--- src/rtl/fit_pkg.sv ---
package fit_pkg;
  typedef enum logic {
    MODE_DISJOINT = 1'b0,
    MODE_SLIDING  = 1'b1
  } fit_mode_e;
endpackage

--- src/rtl/fit_rst_sync.sv ---
module fit_rst_sync (
  input  logic clk,
  input  logic rst_n,
  output logic rst_sync_n
);
  logic [1:0] stg_q;

  always_ff @(posedge clk or negedge rst_n) begin
    if (!rst_n) stg_q <= 2'b00;
    else        stg_q <= {stg_q[0], 1'b1};
  end

  assign rst_sync_n = stg_q[1];
endmodule

--- src/rtl/fit_win_or.sv ---
// OR of every (circular) window of size 2^lvl, built by doubling.
module fit_win_or #(
  parameter int STR_W = 64,
  parameter int LVL_N = $clog2(STR_W),
  parameter int LVL_W = (LVL_N > 1) ? $clog2(LVL_N) : 1
) (
  input  logic [STR_W-1:0] mis_i,
  input  logic [LVL_W-1:0] lvl_i,
  output logic [STR_W-1:0] hit_o
);
  logic [STR_W-1:0] tab [LVL_N];

  assign tab[0] = mis_i;

  for (genvar j = 1; j < LVL_N; j++) begin : g_lvl
    for (genvar p = 0; p < STR_W; p++) begin : g_pos
      localparam int Q = (p + (1 << (j - 1))) % STR_W;
      assign tab[j][p] = tab[j-1][p] | tab[j-1][Q];
    end
  end

  always_comb begin
    hit_o = tab[0];
    for (int j = 0; j < LVL_N; j++) begin
      if (int'(lvl_i) == j) hit_o = tab[j];
    end
  end
endmodule

--- src/rtl/fit_win_valid.sv ---
// Which window start positions count at the current level.
module fit_win_valid
  import fit_pkg::*;
#(
  parameter int STR_W = 64,
  parameter int LVL_N = $clog2(STR_W),
  parameter int LVL_W = (LVL_N > 1) ? $clog2(LVL_N) : 1
) (
  input  fit_mode_e        mode_i,
  input  logic             wrap_i,
  input  logic [LVL_W-1:0] lvl_i,
  output logic [STR_W-1:0] vld_o
);
  int sz;

  always_comb begin
    sz = 1 << int'(lvl_i);
    for (int p = 0; p < STR_W; p++) begin
      if (mode_i == MODE_DISJOINT) vld_o[p] = ((p & (sz - 1)) == 0);
      else if (wrap_i)             vld_o[p] = 1'b1;
      else                         vld_o[p] = ((p + sz) <= STR_W);
    end
  end
endmodule

--- src/rtl/fit_blk_score.sv ---
// Count of counted mismatching windows, scaled by the block size.
module fit_blk_score #(
  parameter int STR_W = 64,
  parameter int LVL_N = $clog2(STR_W),
  parameter int LVL_W = (LVL_N > 1) ? $clog2(LVL_N) : 1,
  parameter int PEN_W = $clog2(STR_W * STR_W) + 1
) (
  input  logic [STR_W-1:0] hit_i,
  input  logic [STR_W-1:0] vld_i,
  input  logic [LVL_W-1:0] lvl_i,
  input  logic             en_i,
  output logic [PEN_W-1:0] score_o
);
  localparam int CNT_W = $clog2(STR_W + 1);

  logic [STR_W-1:0] sel;
  logic [CNT_W-1:0] cnt;

  assign sel = hit_i & vld_i;

  always_comb begin
    cnt = '0;
    for (int p = 0; p < STR_W; p++) cnt = cnt + CNT_W'(sel[p]);
  end

  assign score_o = en_i ? (PEN_W'(cnt) << lvl_i) : '0;
endmodule

--- src/rtl/fit_hier_eval.sv ---
module fit_hier_eval
  import fit_pkg::*;
#(
  parameter int STR_W = 64,
  parameter int LVL_N = $clog2(STR_W),
  parameter int LVL_W = (LVL_N > 1) ? $clog2(LVL_N) : 1,
  parameter int PEN_W = $clog2(STR_W * STR_W) + 1
) (
  input  logic             clk,
  input  logic             rst_n,
  input  logic             start_i,
  input  logic             mode_i,
  input  logic             wrap_i,
  input  logic [LVL_N-1:0] size_mask_i,
  input  logic [STR_W-1:0] meas_i,
  input  logic [STR_W-1:0] want_i,
  output logic [PEN_W-1:0] penalty_o,
  output logic             done_o
);
  localparam logic [LVL_W-1:0] LVL_LAST = LVL_W'(LVL_N - 1);

  logic rst_sync_n;

  fit_rst_sync u_rst (
    .clk        (clk),
    .rst_n      (rst_n),
    .rst_sync_n (rst_sync_n)
  );

  // captured operands
  logic [STR_W-1:0] mis_q, mis_n;
  fit_mode_e        mode_q, mode_n;
  logic             wrap_q, wrap_n;
  logic [LVL_N-1:0] mask_q, mask_n;
  // sequencing
  logic [LVL_W-1:0] lvl_q, lvl_n;
  logic             run_q, run_n;
  logic [PEN_W-1:0] acc_q, acc_n;
  logic [PEN_W-1:0] pen_q, pen_n;
  logic             done_q, done_n;

  logic             ld_en, step_en, fin_en;
  logic [STR_W-1:0] hit, vld;
  logic [PEN_W-1:0] score, acc_sum;

  fit_win_or #(.STR_W(STR_W), .LVL_N(LVL_N), .LVL_W(LVL_W)) u_or (
    .mis_i (mis_q),
    .lvl_i (lvl_q),
    .hit_o (hit)
  );

  fit_win_valid #(.STR_W(STR_W), .LVL_N(LVL_N), .LVL_W(LVL_W)) u_vld (
    .mode_i (mode_q),
    .wrap_i (wrap_q),
    .lvl_i  (lvl_q),
    .vld_o  (vld)
  );

  fit_blk_score #(.STR_W(STR_W), .LVL_N(LVL_N), .LVL_W(LVL_W), .PEN_W(PEN_W)) u_score (
    .hit_i   (hit),
    .vld_i   (vld),
    .lvl_i   (lvl_q),
    .en_i    (mask_q[lvl_q]),
    .score_o (score)
  );

  assign ld_en   = start_i & ~run_q;
  assign step_en = run_q;
  assign fin_en  = run_q & (lvl_q == LVL_LAST);
  assign acc_sum = acc_q + score;

  always_comb begin
    mis_n  = mis_q;
    mode_n = mode_q;
    wrap_n = wrap_q;
    mask_n = mask_q;
    lvl_n  = lvl_q;
    run_n  = run_q;
    acc_n  = acc_q;
    pen_n  = pen_q;
    done_n = 1'b0;
    if (ld_en) begin
      mis_n  = meas_i ^ want_i;
      mode_n = fit_mode_e'(mode_i);
      wrap_n = wrap_i;
      mask_n = size_mask_i;
      lvl_n  = '0;
      acc_n  = '0;
      run_n  = 1'b1;
    end else if (step_en) begin
      acc_n = acc_sum;
      if (fin_en) begin
        run_n  = 1'b0;
        pen_n  = acc_sum;
        done_n = 1'b1;
      end else begin
        lvl_n = lvl_q + 1'b1;
      end
    end
  end

  always_ff @(posedge clk or negedge rst_sync_n) begin
    if (!rst_sync_n) begin
      mis_q  <= '0;
      mode_q <= MODE_DISJOINT;
      wrap_q <= 1'b0;
      mask_q <= '0;
      lvl_q  <= '0;
      run_q  <= 1'b0;
      acc_q  <= '0;
      pen_q  <= '0;
      done_q <= 1'b0;
    end else begin
      mis_q  <= mis_n;
      mode_q <= mode_n;
      wrap_q <= wrap_n;
      mask_q <= mask_n;
      lvl_q  <= lvl_n;
      run_q  <= run_n;
      acc_q  <= acc_n;
      pen_q  <= pen_n;
      done_q <= done_n;
    end
  end

  assign penalty_o = pen_q;
  assign done_o    = done_q;
endmodule

--- config.mk ---
export PLATFORM = sky130hd
export DESIGN_NAME = fit_hier_eval
export DESIGN_NICKNAME = d
export VERILOG_FILES = /design/src/rtl/fit_pkg.sv /design/src/rtl/fit_rst_sync.sv /design/src/rtl/fit_win_or.sv /design/src/rtl/fit_win_valid.sv /design/src/rtl/fit_blk_score.sv /design/src/rtl/fit_hier_eval.sv
export SDC_FILE = /design/constraint.sdc
export NUM_CORES = 1
export LEC_CHECK = 0
export BUFFER_PORTS_ARGS = -buffer_cell sky130_fd_sc_hd__buf_4
export CAP_MARGIN = 20
export CORE_MARGIN = 1
export CORE_UTILIZATION = 25
export CTS_CLUSTER_SIZE = 25
export DETAILED_ROUTE_END_ITERATION = 12
export HOLD_SLACK_MARGIN = 0.02
export MAX_ROUTING_LAYER = met4
export PLACE_DENSITY = 0.46
export SLEW_MARGIN = 30
export SYNTH_ARGS = -nofsm -noshare
export SYNTH_HDL_FRONTEND = slang
export SYNTH_SLANG_ARGS = --single-unit
export TNS_END_PERCENT = 50
--- constraint.sdc ---
create_clock -name clk -period 7.15 [get_ports clk]
set_input_delay 0.715 -clock clk [delete_from_list [all_inputs] [get_ports clk]]
set_output_delay 0.715 -clock clk [all_outputs]
set_load 0.05 [all_outputs]
[Yosys cells after proc, flatten, opt, wreduce, memory -nomap -nowiden]
Cells that the tools add are included.
Operators by class
  $add $sub $neg: 129
  $lt $le $gt $ge: 65
  equal/unequal tests: 7
  shift-type cells: 2
  mux-type cells: 147
  bitwise operators: 326
  reduce and logical (&&, ||, !) cells: 66
Operators by type and width (count)
  $le 32x8->1 const B: 64
  $logic_not 32->1: 63
  $add 7x32->32 const A: 32
  $add 6x32->32 const A: 16
  $add 7x1->7: 62
  $mux 64: 5
  $or 1x1->1: 320
  $add 5x32->32 const A: 8
  $mux 1: 135
  $add 4x32->32 const A: 4
  $add 3x32->32 const A: 2
  $and 64x64->64: 1
  $xor 64x64->64: 1
  $mux 13: 3
  $add 2x32->32 const A: 1
  $shl 1x3->32 const A: 1
  $eq 3x3->1 const B: 5
  $add 13x13->13: 1
  $shl 7x3->13: 1
  $mux 3: 3
  $sub 6x2->6 const B: 1
  $lt 3x4->1 const B: 1
  $add 3x1->3 const B: 1
  $bmux 1 s3: 1
  other kinds (8): 10
Storage, ports and cells
  register bits: 105
  input port bits: 139
  output and inout bits: 14
  logic and storage cells: 752

[Logic depth before layout (Yosys ltp)]
  depth after elaboration: 75
  mapped depth: 45
  depth with buffers taken out: 40

[Modules after synthesis]
A second synthesis with hierarchy kept.
Second synthesis, totals
  cell total of the unflattened synthesis: 1677
  area, all modules: 12553.3 µm²
Modules (own cells, without submodules)
  fit_hier_eval: times used 1, cells an instance 461, area each 4855.9 µm², seq. area each 2577.5 µm²
  fit_win_or: times used 1, cells an instance 806, area each 4414.2 µm², seq. area each 0.0 µm²
  fit_blk_score: times used 1, cells an instance 254, area each 2265.9 µm², seq. area each 0.0 µm²
  fit_win_valid: times used 1, cells an instance 153, area each 963.4 µm², seq. area each 0.0 µm²
  fit_rst_sync: times used 1, cells an instance 3, area each 53.8 µm², seq. area each 50.0 µm²

[Worst setup path after synthesis]
No wires, ideal clock.
  kind: register to register
  start: register lvl_q[1]
  end: register pen_q[12], in the netlist penalty_o[12]
  setup time: 0.134 ns
  arrival time: 11.337 ns
  required time: 7.016 ns
  setup slack: -4.321 ns
  cell stages (with the launch flop): 44
  buffers on the path: 6
  clock period less this slack: 11.471 ns
  path through: dfrtp_1 > clkbuf_1 > inv_2 > ha_1 > buf_2 > nand2_1 > clkbuf_1 > clkbuf_1 > buf_1 > ha_1 > clkbuf_1 > o21ai_0 > o21ai_0 > a21oi_1 > or4_1 > fa_1 > inv_1 > fa_1 > (+8 left out) > inv_1 > fa_1 > fa_1 > inv_1 > fa_1 > nor2b_1 > o21a_1 > o21a_1 > o311ai_0 > o21a_1 > a2bb2oi_1 > ha_1 > a21o_1 > a2111oi_0 > or3b_2 > a221oi_2 > xor2_1 > o21ai_0
On the way
  longest elaborated chain between the ends: 73
  elaborated cells on any way between the ends: 402
  classes of those cells: add/sub (128); order compare (64); eq/ne (6); shift (2); mux (136); bitwise (2); reduce/logical (64)
RTL lines
  start, declared: line fit_hier_eval.sv:36  | logic [LVL_W-1:0] lvl_q, lvl_n;
  start signal, assigned: line fit_hier_eval.sv:118  | lvl_q <= lvl_n;
  branches (longest 73 deep; another with $add 2x32->32)
  end signal, assigned: line fit_hier_eval.sv:121  | pen_q <= pen_n;
  end, declared: line fit_hier_eval.sv:39  | logic [PEN_W-1:0] pen_q, pen_n;
Several ways; the timed one is not identified. The select of a mux whose other input is x is not followed.
A chain may end at the register's enable or synchronous reset.

[Final worst setup path]
Ends and elaborated chain as after synthesis.

==> reports/qor.txt <==
Setup WS pre-CTS: -3.94 ns
total wire length: 103000 um
Seq/Total Area, Yosys: 17.5%
TNS Setup: -68.39 ns
Synthesized Nets: 2342
skew final: 0.0175 ns
critical-path maximum fanout: 19
Critical Path AT: 10.69 ns
Chip Height: 247 um
Worst Setup SP: lvl_q[1]
CP top delay family: adder cells
failing checks: setup timing
top_reg_cell synth: dfrtp_1
area added between synthesis and finish: 61.0%
Yosys top cell by area: dfrtp_1
gpl congestion: 1.11
first-pass GRT wire length: 147000 um
number of synthesized flops with an enable pin: 0
post-synthesis cell area: 15000 um^2
total CTS buffers: 9
asr flop ratio synth: 100%
outcome: finished, violations left
CTS Sinks: 105
Fmax: 95.9 MHz
final setup margin: -3.28 ns
GRT Util Overall: 34.8%
Die ar.: 61000 um^2
hold slack: 0.0924 ns
WP data required: 7.41 ns
vias in the first global route: 20.5k
clk_lat worst skew: 0.39 ns
HP Class: primary input to asynchronous set/reset pin
Reg2Reg Depth: 37
synth warn: 0
Max-Cap Viols: 0
clock root cell: clkbuf_16
Pins Over Slew Limit: 0
commonest cells in the netlist: o21ai_0 (238), nand2_1 (231), a21oi_1 (202)
Wirelength per Cell: 28.0 um
FF-to-FF setup slack: -3.28 ns
total iterations of the first detailed-routing run: 6
H-tree depth: 3
top cell type's share of synthesized area: 17.5%
Via Count: 20.7k
critical path startpoint category: register
nets: 3146
filler instances: 6203
Slew HR: 48.4%
Starting DRT DRC Count: 2220
Longest Clk Path Bufs: 2
initial antenna violation count: 6
largest net degree at the start of global routing: 86
CP Class: register to register
ANT nets after route: 0
final setup vio count: 26
share of cells above drive strength 1: 41.3%
DR DRC count: 0
Hold Fails Final Rpt: 0
footprint of the multi-input gates: 12200 um^2
worst path buffer plus inverter count: 13
Critical R2R Launch: lvl_q[1]
FF+latch area: 2640 um^2
RSZ-0062 raised after global routing: true
synth unique cells: 88
Crit path top cell by count: fa_1
Yosys reg bits: 105
reg2reg end: penalty_o[12]
Final period util: 146%
Crit path largest cell delay: 0.55 ns
row cnt: 89
routed vias/inst: 5.62
IO Pins: 153
CORE AREA: 59100 um^2
most frequent cell after synthesis: o21ai_0
Buffers on Ports: 152
Starting Density: 25.4%
Crit. End Element: register
Worst Tran Pin Value: 0.764 ns
Worst-path clk slew: 0.09 ns
largest cells by area after synthesis: dfrtp_1 (18%), o21ai_0 (7.9%), fa_1 (7.3%)
hpwl dp: 86000 um
fin crit period: 10.43 ns
Slowest cell on crit path: fa_1
Post-Synthesis Cells: 2098
die span in x: 247 um
grt total ovfl: 0
Mapped Avg Cell Area: 7.15 um^2
CTS tree: done
-- placed cells by master, fill, tap and decap left out, types with 9 or more instances in the layout --
cell	n
a21o_1	10
clkbuf_16	10
ha_1	33
nor2b_1	14
dfrtp_1	101
o31ai_1	9
or4_1	23
a21oi_1	178
o21ai_0	213
nand4_1	19
or3_1	13
a211o_1	11
nand3_1	42
nor4_1	64
and2_1	17
buf_6	17
a31oi_1	28
nand2b_1	11
a221oi_1	12
o21ai_1	21
o22ai_1	22
nor2_2	9
a21oi_2	22
a22o_1	11
o21a_1	9
mux2i_1	13
buf_12	18
o211ai_1	28
ha_4	12
o2111ai_1	9
nand2_1	223
a211oi_1	42
xnor2_1	72
and3_1	13
nor3_1	46
nor2_1	153
mux2_2	14
buf_4	939
fa_1	49
inv_1	76
-- worst max path at each step --
| stage | to | slack (ns) | cells after the start |
|---|---|---|---|
| after floorplan | penalty_o[12] | -3.26 | 43 |
| after global placement | penalty_o[12] | -3.85 | 36 |
| after detailed placement | penalty_o[12] | -3.94 | 37 |
| after CTS | penalty_o[12] | -3.20 | 39 |
| after global routing | penalty_o[12] | -3.55 | 39 |
| final | penalty_o[12] | -3.28 | 37 |
-- worst reg2reg max path, delay by kind of cell, from the launching register on --
| kind | cells | cell delay [ns] |
|---|---|---|
| XOR/XNOR | 1 | 0.17 |
| AND/OR/NAND/NOR | 4 | 0.99 |
| flip-flops | 1 | 0.47 |
| AO/OA/AOI/OAI | 8 | 2.01 |
| buffers and inverters | 13 | 1.68 |
| adder cells (fa/ha/maj) | 11 | 4.94 |
-- stage by stage --
stage / instances / util (%) / cell area [um^2]
after floorplan: 2098 / - / 15400
after global placement: 3631 / 38.5 / 22700
after detailed placement: 3631 / 38.5 / 22700
after CTS: 3671 / 40.3 / 23800
after global routing: 3684 / 40.8 / 24100
final: 3684 / 40.8 / 24100
-- cells by family after synthesis --
logic type,count (synthesis),synth area share (%)
AO/OA/AOI/OAI,763,32.0
other,1,0.0250
flip-flops,105,17.5
multiplexers,33,2.50
buffers and inverters,271,7.30
AND/OR/NAND/NOR,735,24.2
adder cells (fa/ha/maj),105,11.5
XOR/XNOR,85,4.96
-- sequential cells by signal, summed over array words and instances (netlist names) --
register and flops:
mask_q 6, penalty_o 13, run_q 1, wrap_q 1
acc_q 13, lvl_q 3, done_o 1, mode_q 1
mis_q 64, u_rst.stg_q 2
-- metal layers --
layer / global-route usage [%] / part of all wire (%) / wire length [um] / up-vias
met5: - / 0 / 0 / -
li1: - / - / - / 9362
met4: 17.7 / 6.0 / 6240 / 0
met1: 44.0 / 42 / 43800 / 10100
met3: 4.94 / 7.0 / 7270 / 230
met2: 53.8 / 44 / 45900 / 1025
-- repair_timing --
action	4_1_cts	5_1_grt
hold buffers	0	0
endpoints found under the setup margin	26	26
gates cloned	0	1
buffers inserted	25	8
gates resized for setup	138	64
pin swaps	53	37
-- layout make-up --
| class | count | area share [%] |
|---|---|---|
| clock buffer | 10 | 0.948 |
| inverter | 89 | 1.54 |
| multi-input combinational | 1722 | 50.7 |
| tap | 773 | 4.01 |
| sequential | 105 | 10.9 |
| timing repair buffer | 975 | 31.6 |
| antenna | 4 | 0.0415 |
| clock inverter | 6 | 0.254 |
Power is not shown: default switching activity piles up to over one toggle a cycle in this logic, so the estimate is an artifact.
